--- src/rtl/dtg_pkg.sv ---
// Package: field widths and the shadowed timing configuration type.
// Assumes: all totals are at least 1; wait and active sums fit in the totals.
package dtg_pkg;
    localparam int CNT_W   = 18;  // period, pulse-width and counter width
    localparam int HWAIT_W = 12;  // horizontal wait field width
    localparam int VWAIT_W = 16;  // vertical wait field width
    localparam int ACT_W   = 16;  // active width and height fields

    typedef struct packed {
        logic [CNT_W-1:0]   h_total;
        logic [CNT_W-1:0]   h_sync;
        logic [HWAIT_W-1:0] h_wait;
        logic [ACT_W-1:0]   h_act;
        logic [CNT_W-1:0]   v_total;
        logic [CNT_W-1:0]   v_sync;
        logic [VWAIT_W-1:0] v_wait;
        logic [ACT_W-1:0]   v_act;
        logic               vs_in_clks;
        logic               hs_hi;
        logic               vs_hi;
        logic               de_hi;
        logic               fall_edge;
    } dtg_cfg_t;
endpackage

--- src/rtl/dtg_shadow.sv ---
// Shadow store: holds the frame-stable copy of the timing configuration
// and the current/next base address pair.
// Assumes: frame_end is a one-clock strobe on the last clock of a frame.
module dtg_shadow
    import dtg_pkg::*;
#(
    parameter int ADDR_W = 32
) (
    input  logic              clk,
    input  logic              rst_n,
    input  logic              sync_en,
    input  logic              frame_end,
    input  dtg_cfg_t          cfg_live,
    input  logic              nb_wr,
    input  logic [ADDR_W-1:0] nb_addr,
    output dtg_cfg_t          cfg_sh,
    output logic [ADDR_W-1:0] cur_base
);
    logic [ADDR_W-1:0] next_base;
    logic              load;

    // Reload point: any clock while idle, otherwise the frame boundary.
    assign load = !sync_en || frame_end;

    // Capture the next base address on each write strobe.
    always_ff @(posedge clk) begin
        if (!rst_n)     next_base <= '0;
        else if (nb_wr) next_base <= nb_addr;
    end

    // Copy configuration and promote the base address at the reload point.
    always_ff @(posedge clk) begin
        if (!rst_n) begin
            cfg_sh   <= '0;
            cur_base <= '0;
        end else if (load) begin
            cfg_sh   <= cfg_live;
            cur_base <= next_base;
        end
    end
endmodule

--- src/rtl/dtg_counters.sv ---
// Line/frame counters: clock-in-line, line-in-frame, and clocks since frame
// start (saturating). All held at zero while sync generation is off.
// Assumes: h_total and v_total are at least 1 and only change at frame_end.
module dtg_counters
    import dtg_pkg::*;
(
    input  logic             clk,
    input  logic             rst_n,
    input  logic             sync_en,
    input  logic [CNT_W-1:0] h_total,
    input  logic [CNT_W-1:0] v_total,
    output logic [CNT_W-1:0] h_cnt,
    output logic [CNT_W-1:0] v_cnt,
    output logic [CNT_W-1:0] f_clk,
    output logic             frame_end
);
    localparam logic [CNT_W-1:0] ONE = CNT_W'(1);

    logic line_end;
    logic last_line;

    // Terminal-count decode for the line and the frame.
    always_comb begin
        line_end  = (h_cnt == h_total - ONE);
        last_line = (v_cnt == v_total - ONE);
        frame_end = sync_en && line_end && last_line;
    end

    // Advance the clock and line counters.
    always_ff @(posedge clk) begin
        if (!rst_n || !sync_en) begin
            h_cnt <= '0;
            v_cnt <= '0;
        end else if (line_end) begin
            h_cnt <= '0;
            v_cnt <= last_line ? '0 : v_cnt + ONE;
        end else begin
            h_cnt <= h_cnt + ONE;
        end
    end

    // Count clocks since frame start, saturating at all-ones.
    always_ff @(posedge clk) begin
        if (!rst_n || !sync_en || frame_end) f_clk <= '0;
        else if (f_clk != '1)                f_clk <= f_clk + ONE;
    end
endmodule

--- src/rtl/dtg_run.sv ---
// Run handshake: run status sets only with sync on, and on stop it waits
// for the downstream FIFO to drain before clearing.
// Assumes: fifo_empty comes from the same clock domain.
module dtg_run (
    input  logic clk,
    input  logic rst_n,
    input  logic sync_en,
    input  logic run_req,
    input  logic fifo_empty,
    output logic running
);
    // Set on request with sync on; clear after request drop and drain.
    always_ff @(posedge clk) begin
        if (!rst_n)                                  running <= 1'b0;
        else if (!running && run_req && sync_en)     running <= 1'b1;
        else if (running && !run_req && fifo_empty)  running <= 1'b0;
    end
endmodule

--- src/rtl/dtg_timing_gen.sv ---
// Top: panel timing sequencer. Decodes the sync pulses and the active
// window from the counters against the shadowed configuration, applies
// the polarities and registers every output.
// Assumes: a single pixel-clock domain; wait+active fits inside each total.
module dtg_timing_gen
    import dtg_pkg::*;
#(
    parameter int ADDR_W = 32
) (
    input  logic               clk,
    input  logic               rst_n,
    input  logic               sync_en_i,
    input  logic               run_req_i,
    input  logic               fifo_empty_i,
    input  logic [CNT_W-1:0]   h_total_i,
    input  logic [CNT_W-1:0]   h_sync_i,
    input  logic [HWAIT_W-1:0] h_wait_i,
    input  logic [ACT_W-1:0]   h_active_i,
    input  logic [CNT_W-1:0]   v_total_i,
    input  logic [CNT_W-1:0]   v_sync_i,
    input  logic [VWAIT_W-1:0] v_wait_i,
    input  logic [ACT_W-1:0]   v_active_i,
    input  logic               vs_in_clks_i,
    input  logic               hs_hi_i,
    input  logic               vs_hi_i,
    input  logic               de_hi_i,
    input  logic               fall_edge_i,
    input  logic               nb_wr_i,
    input  logic [ADDR_W-1:0]  nb_addr_i,
    output logic               hsync_o,
    output logic               vsync_o,
    output logic               de_o,
    output logic               pix_req_o,
    output logic               pclk_fall_o,
    output logic               running_o,
    output logic [ADDR_W-1:0]  cur_base_o
);
    localparam int WW = CNT_W + 1;  // window bound width, room for the sum

    dtg_cfg_t         cfg_live, sh;
    logic [CNT_W-1:0] h_cnt, v_cnt, f_clk;
    logic             frame_end;
    logic [WW-1:0]    h_lo, h_hi, v_lo, v_hi;
    logic             hs_act, vs_act, win;

    // Gather the live configuration inputs into one record.
    always_comb begin
        cfg_live.h_total    = h_total_i;
        cfg_live.h_sync     = h_sync_i;
        cfg_live.h_wait     = h_wait_i;
        cfg_live.h_act      = h_active_i;
        cfg_live.v_total    = v_total_i;
        cfg_live.v_sync     = v_sync_i;
        cfg_live.v_wait     = v_wait_i;
        cfg_live.v_act      = v_active_i;
        cfg_live.vs_in_clks = vs_in_clks_i;
        cfg_live.hs_hi      = hs_hi_i;
        cfg_live.vs_hi      = vs_hi_i;
        cfg_live.de_hi      = de_hi_i;
        cfg_live.fall_edge  = fall_edge_i;
    end

    dtg_shadow #(.ADDR_W(ADDR_W)) u_shadow (
        .clk       (clk),
        .rst_n     (rst_n),
        .sync_en   (sync_en_i),
        .frame_end (frame_end),
        .cfg_live  (cfg_live),
        .nb_wr     (nb_wr_i),
        .nb_addr   (nb_addr_i),
        .cfg_sh    (sh),
        .cur_base  (cur_base_o)
    );

    dtg_counters u_cnt (
        .clk       (clk),
        .rst_n     (rst_n),
        .sync_en   (sync_en_i),
        .h_total   (sh.h_total),
        .v_total   (sh.v_total),
        .h_cnt     (h_cnt),
        .v_cnt     (v_cnt),
        .f_clk     (f_clk),
        .frame_end (frame_end)
    );

    dtg_run u_run (
        .clk        (clk),
        .rst_n      (rst_n),
        .sync_en    (sync_en_i),
        .run_req    (run_req_i),
        .fifo_empty (fifo_empty_i),
        .running    (running_o)
    );

    // Decode sync pulses and the active window from the counters.
    always_comb begin
        h_lo   = WW'(sh.h_wait);
        h_hi   = h_lo + WW'(sh.h_act);
        v_lo   = WW'(sh.v_wait);
        v_hi   = v_lo + WW'(sh.v_act);
        hs_act = sync_en_i && (h_cnt < sh.h_sync);
        vs_act = sync_en_i && (sh.vs_in_clks ? (f_clk < sh.v_sync)
                                             : (v_cnt < sh.v_sync));
        win    = sync_en_i && running_o
              && (WW'(h_cnt) >= h_lo) && (WW'(h_cnt) < h_hi)
              && (WW'(v_cnt) >= v_lo) && (WW'(v_cnt) < v_hi);
    end

    // Register the panel outputs with their polarities applied.
    always_ff @(posedge clk) begin
        if (!rst_n) begin
            hsync_o     <= 1'b0;
            vsync_o     <= 1'b0;
            de_o        <= 1'b0;
            pix_req_o   <= 1'b0;
            pclk_fall_o <= 1'b0;
        end else begin
            hsync_o     <= hs_act ~^ sh.hs_hi;
            vsync_o     <= vs_act ~^ sh.vs_hi;
            de_o        <= win ~^ sh.de_hi;
            pix_req_o   <= win;
            pclk_fall_o <= sh.fall_edge;
        end
    end
endmodule

--- config.mk ---
export PLATFORM = sky130hd
export DESIGN_NAME = dtg_timing_gen
export DESIGN_NICKNAME = d
export VERILOG_FILES = /design/src/rtl/dtg_pkg.sv /design/src/rtl/dtg_shadow.sv /design/src/rtl/dtg_counters.sv /design/src/rtl/dtg_run.sv /design/src/rtl/dtg_timing_gen.sv
export SDC_FILE = /design/constraint.sdc
export NUM_CORES = 1
export LEC_CHECK = 0
export BUFFER_PORTS_ARGS = -buffer_cell sky130_fd_sc_hd__buf_4
export CAP_MARGIN = 0
export CORE_MARGIN = 2
export CORE_UTILIZATION = 60
export DETAILED_ROUTE_END_ITERATION = 8
export GPL_TIMING_DRIVEN = 0
export PLACE_DENSITY = 0.89
export SLEW_MARGIN = 20
export SYNTH_ARGS = -nofsm -noshare
export SYNTH_HDL_FRONTEND = slang
export SYNTH_SLANG_ARGS = --single-unit
--- constraint.sdc ---
create_clock -name clk -period 12.16 [get_ports clk]
set_clock_uncertainty 0.15 [all_clocks]
set_input_delay 0.608 -clock clk [delete_from_list [all_inputs] [get_ports clk]]
set_output_delay 0.608 -clock clk [all_outputs]
set_load 0.005 [all_outputs]
Word-level counts from Yosys, hierarchy flattened --
Index checks and enable logic that the tools add are counted.
Storage, ports and cells: bits in registers 261, word-level logic and storage cells 70, input port bits 175
Cells by class: muxes and demuxes 4, bitwise logic cells 3, $lt $le $gt $ge 7, reductions and logical operators 22, eq/ne operators 3, $add $sub $neg 7
Operators by type and width (number):
- $add A18 B1 Y18 const B | 3
- $lt A18 B18 Y1 | 3
- $eq A18 B18 Y1 | 2
- $lt A18 B17 Y1 | 2
- $sub A18 B1 Y18 const B | 2
- $ge A18 B12 Y1 | 1
- $ge A18 B16 Y1 | 1
- $mux W18 | 1
- $ne A18 B18 Y1 const B | 1
- $add A12 B16 Y17 | 1
- $add A16 B16 Y17 | 1
- $logic_and A1 B1 Y1 | 13
- $logic_not A1 Y1 | 4
- $logic_or A1 B1 Y1 | 3
- $mux W1 | 3
- $xnor A1 B1 Y1 | 3
- $reduce_bool A2 Y1 | 1
- $reduce_or A2 Y1 | 1

Longest topological paths before layout --
word-level depth 6, mapped depth 19, gate-level depth less buffers 19

Modules after synthesis --
From an unflattened synthesis, not the netlist that was laid out.
Unflattened totals: cell total of the unflattened synthesis 1851, area, all modules 15940.3 sq um
By module, submodules not included:
- dtg_shadow | area an instance 7981.4 sq um, cells an instance 837, sequential area each 4023.9 sq um, times used 1
- dtg_timing_gen | area an instance 4026.4 sq um, cells an instance 515, sequential area each 100.1 sq um, times used 1
- dtg_counters | area an instance 3892.5 sq um, cells an instance 494, sequential area each 1081.0 sq um, times used 1
- dtg_run | area an instance 40.0 sq um, cells an instance 5, sequential area each 20.0 sq um, times used 1

Least setup slack after synthesis --
No wires, ideal clock.
path kind reg-to-reg, start point register u_shadow.cfg_sh[5] (netlist bit), end point register de_o, setup time 72 ps, buffers on the path 0, path slack 7562 ps, cell stages (with the launch flop) 20, arrival time 4377 ps, required time 11938 ps, cell sequence dfxtp_1 -> ha_1 -> fa_1 -> a21oi_1 -> o21ai_0 -> a2111oi_0 -> o31ai_1 -> o41a_1 -> a311o_1 -> a21o_1 -> a21oi_1 -> ha_1 -> a22oi_1 -> nand3_1 -> a21oi_1 -> o2111ai_1 -> a221oi_1 -> o211ai_1 -> a211oi_1 -> mux2i_1
Between the ends: cells in the longest elaborated chain, start to end 4
Ends and longest elaborated chain:
- start, declared | RTL line dtg_shadow.sv:16 | output dtg_cfg_t cfg_sh,
- start signal, assigned | RTL line dtg_shadow.sv:37 | cfg_sh <= cfg_live;
- $add A16 B16 Y17 | RTL line dtg_timing_gen.sv:101 | v_hi = v_lo + WW'(sh.v_act);
- $lt A18 B17 Y1 | RTL line dtg_timing_gen.sv:107 | && (WW'(v_cnt) >= v_lo) && (WW'(v_cnt) < v_hi);
- $logic_and A1 B1 Y1 | RTL line dtg_timing_gen.sv:107
- $xnor A1 B1 Y1 | RTL line dtg_timing_gen.sv:121 | de_o <= win ~^ sh.de_hi;
- end signal, assigned | RTL line dtg_timing_gen.sv:121
- end, declared | RTL line dtg_timing_gen.sv:32 | output logic de_o,
No other way between the ends. A chain may end at the register's enable or synchronous reset.

Final worst setup path --
start point register u_shadow.cfg_sh[21] (netlist bit), end point register de_o
Between the ends: cells in the longest elaborated chain, start to end 4, elaborated cells between the ends (all ways) 6, those cells by class 1 x add/sub; 2 x order compare; 1 x bitwise; 2 x reduce/logical
Ends and longest elaborated chain (RTL line):
- $add A16 B16 Y17 / $ge A18 B16 Y1 (equally long branches) | dtg_timing_gen.sv:101, dtg_timing_gen.sv:107
- $lt A18 B17 Y1 / $logic_and A1 B1 Y1 (equally long branches) | dtg_timing_gen.sv:107
- $logic_and A1 B1 Y1 * | dtg_timing_gen.sv:107
- $xnor A1 B1 Y1 * | dtg_timing_gen.sv:121
Mark *: on every way between the ends. The rest lies on a longest branch, timed or not.

==> results.json <==
{
  "setup_viol": 0,
  "setup-tns-final_ns": 0,
  "outcome": "finished clean",
  "synth_cells": 1835,
  "yosysMostFrequentCell": "nand2_1",
  "dp_cells": 2374,
  "p_int_uw": 1600,
  "synthTopCellsByCount": "nand2_1, dfxtp_1, mux2i_1",
  "tritoncts": "yes",
  "slew_viol_final": 0,
  "async_flop_share_pct": 0,
  "max_cap_violations": 0,
  "grt_pass1_vias": 13859,
  "p_seq_share_pct": 42.9,
  "crit_arrival_ns": 5.69,
  "numCtsBuffers": 29,
  "insertion_delay_ns": 0.56,
  "synth_seq_area_share_pct": 33.6,
  "worstPathRequired_ns": 12.50,
  "synth_top_area_cell": "dfxtp_1",
  "ff_latch_area_um2": 5230,
  "path_max_fanout": 3,
  "syn-cell-area_um2": 15600,
  "met1_usage_pct": 36.9,
  "grt_use_met3_pct": 3.77,
  "place_area_um2": 17500,
  "dr.pass1.iters": 6,
  "holdBufCountCts": 0,
  "overflow": 0,
  "cts_resized": 0,
  "clk_path_buf_depth": 3,
  "p_leak_uw": 0.00842,
  "synthToLayoutAreaGrowth_pct": 19.1,
  "place_congestion": 0.950,
  "io_buffer_count": 209,
  "grt_busiest_layer": "met2",
  "avgSynthCellArea_um2": 8.48,
  "clockPowerShare_pct": 41.4,
  "antenna_found_initial": 0,
  "grt_usage_pct": 30.3,
  "cts_htree_levels": 1,
  "netlist_top_cells_area": "dfxtp_1, mux2i_1, ha_1",
  "core_um2": 25300,
  "post_cts_buffers": 0,
  "viasPerCell": 5.81,
  "fmax_ghz": 0.187,
  "hold_path_class": "in -> reg",
  "io_pins": 213,
  "netSwitchingFraction_pct": 26.4,
  "grt_max_degree": 16,
  "synth_top_area_share_pct": 33.6,
  "fin_total_pwr_uw": 2170,
  "post-route-util_pct": 73.2,
  "diodes": 0,
  "synth_cell_types": 65,
  "num-nets-final": 2396,
  "p_sw_uw": 572,
  "via_count": 14106,
  "rsz0062_at_grt": "false",
  "synthFlopType": "dfxtp_1",
  "drive_gt1_share_pct": 14.0,
  "final_cell_area_um2": 18500,
  "fill_cells": 1793,
  "routed_wl_um": 42000,
  "yosysWarnings": 0,
  "powerDensity_nw_per_um2": 117,
  "final_cells": 2427,
  "hold_viol_final": 0,
  "tightest_slew_ns": 0.870,
  "drt-initial-drc-count": 1002,
  "critPathLaunchType": "flop",
  "cp-end-kind": "flop",
  "clockRootBuffer": "clkbuf_16",
  "drtAntennaViolNets": 0,
  "multi_input_area_um2": 9530,
  "ys_ff_latch": 261,
  "dieArea_um2": 27200,
  "final.min_clock_period_ns": 5.35,
  "dp_hpwl_um": 31900,
  "synth_edf_count": 0,
  "min_period_over_period_pct": 44.0,
  "r2r_slack_ns": 6.81,
  "grt_util_met2_pct": 54.2,
  "p_comb_share_pct": 15.6,
  "clock_sinks": 261,
  "max_slew_margin_pct": 42.0,
  "path_clk_slew_ns": 0.06,
  "fp.dieW_um": 165,
  "syn-num-nets": 2156,
  "drt-wirelength-per-cell_um": 17.3,
  "grt_pass1_wl_um": 67000,
  "row_count": 58,
  "start_util_pct": 61.5,
  "die-height_um": 165,
  "vdd_ir_drop_max_mv": 0.153,
  "critPathKind": "reg -> reg",
  "drc": 0
}
-- flip-flops by register name, indices dropped and copies added (netlist names) --
signal	flops
de_o	1
hsync_o	1
pclk_fall_o	1
pix_req_o	1
u_cnt.f_clk	18
u_cnt.h_cnt	18
u_cnt.v_cnt	18
u_run.running	1
u_shadow.cfg_sh	137
u_shadow.cur_base	32
u_shadow.next_base	32
vsync_o	1
-- per-layer routing --
layer,vias to the layer above,wire length [um]
li1,6810,-
met1,6644,17200
met2,525,20600
met3,127,2580
met4,0,1670
met5,-,0
-- metrics by stage --
| step | hold slack, ns | setup WS [ns] |
|---|---|---|
| 2_1_floorplan | 0.279 | 7.56 |
| 6_report | 0.144 | 6.81 |
| 3_5_place_dp | 0.298 | 6.94 |
| 5_1_grt | 0.141 | 6.40 |
| 4_1_cts | 0.133 | 6.88 |
| 3_3_place_gp | 0.288 | 7.09 |
-- layout make-up --
type | count | share of cell area (%)
Multi-Input combinational cell | 1389 | 51.4
Sequential cell | 261 | 28.2
Timing Repair Buffer | 209 | 8.46
Clock buffer | 45 | 4.72
Buffer | 89 | 2.44
Tap cell | 330 | 2.23
Inverter | 96 | 1.94
Clock inverter | 8 | 0.607
-- layout by cell type (no fill, tap or decap), types with 36 or more instances in the layout --
master / Yosys / layout
ha_1: 144 / 144
a21oi_1: 61 / 61
clkbuf_1: 60 / 67
mux2i_1: 208 / 208
nand2_1: 394 / 394
buf_4: 0 / 209
o21ai_0: 41 / 41
xnor2_1: 63 / 63
nor2b_1: 42 / 42
nor2_1: 76 / 76
nand3_1: 46 / 46
inv_1: 96 / 96
dfxtp_1: 261 / 261
xor2_1: 36 / 36
-- worst max-delay path: stages (launching register included) --
cell and delay, ns:
dfxtp_1 0.35, ha_1 0.22, fa_1 0.40, a21oi_1 0.13, o21ai_0 0.15, a2111oi_0 0.73
o31ai_1 0.26, o41a_1 0.40, a311o_1 0.40, a21o_1 0.19, a21oi_1 0.14, ha_1 0.28
a22oi_1 0.18, nand3_1 0.10, a21oi_1 0.13, o2111ai_1 0.13, a221oi_1 0.24, o211ai_1 0.15
a211oi_1 0.34, mux2i_1 0.21
-- logic make-up after synthesis --
family | Yosys count | share of synthesized area (%)
AOI/OAI and AO/OA | 221 | 9.28
xor gates and xnor gates | 99 | 5.57
adders and majority gates | 146 | 11.8
buffers and inverters | 185 | 5.22
DFF | 261 | 33.6
muxes | 210 | 13.5
and+or+nand+nor | 713 | 21.0
-- power by group through the flow --
stage | clock (uW) | sequential, uW | combinational [uW]
4_1_cts | 904 | 930 | 336
3_3_place_gp | 0 | 946 | 319
2_1_floorplan | 0 | 937 | 222
5_1_grt | 938 | 935 | 373
6_report | 899 | 931 | 338
3_5_place_dp | 0 | 948 | 332
-- final timing paths --
kind | from | end | cells after the start
max | u_shadow.cfg_sh[21]$_SDFFE_PN0P_ | de_o$_SDFF_PN0_ | 19
min | h_total_i[6] | u_shadow.cfg_sh[125]$_SDFFE_PN0P_ | 3
max reg2reg | u_shadow.cfg_sh[21]$_SDFFE_PN0P_ | de_o$_SDFF_PN0_ | 19
min reg2reg | u_shadow.next_base[28]$_SDFFE_PN0P_ | u_shadow.cur_base[28]$_SDFFE_PN0P_ | 2
Note: power is estimated with default switching activity, not from simulation.
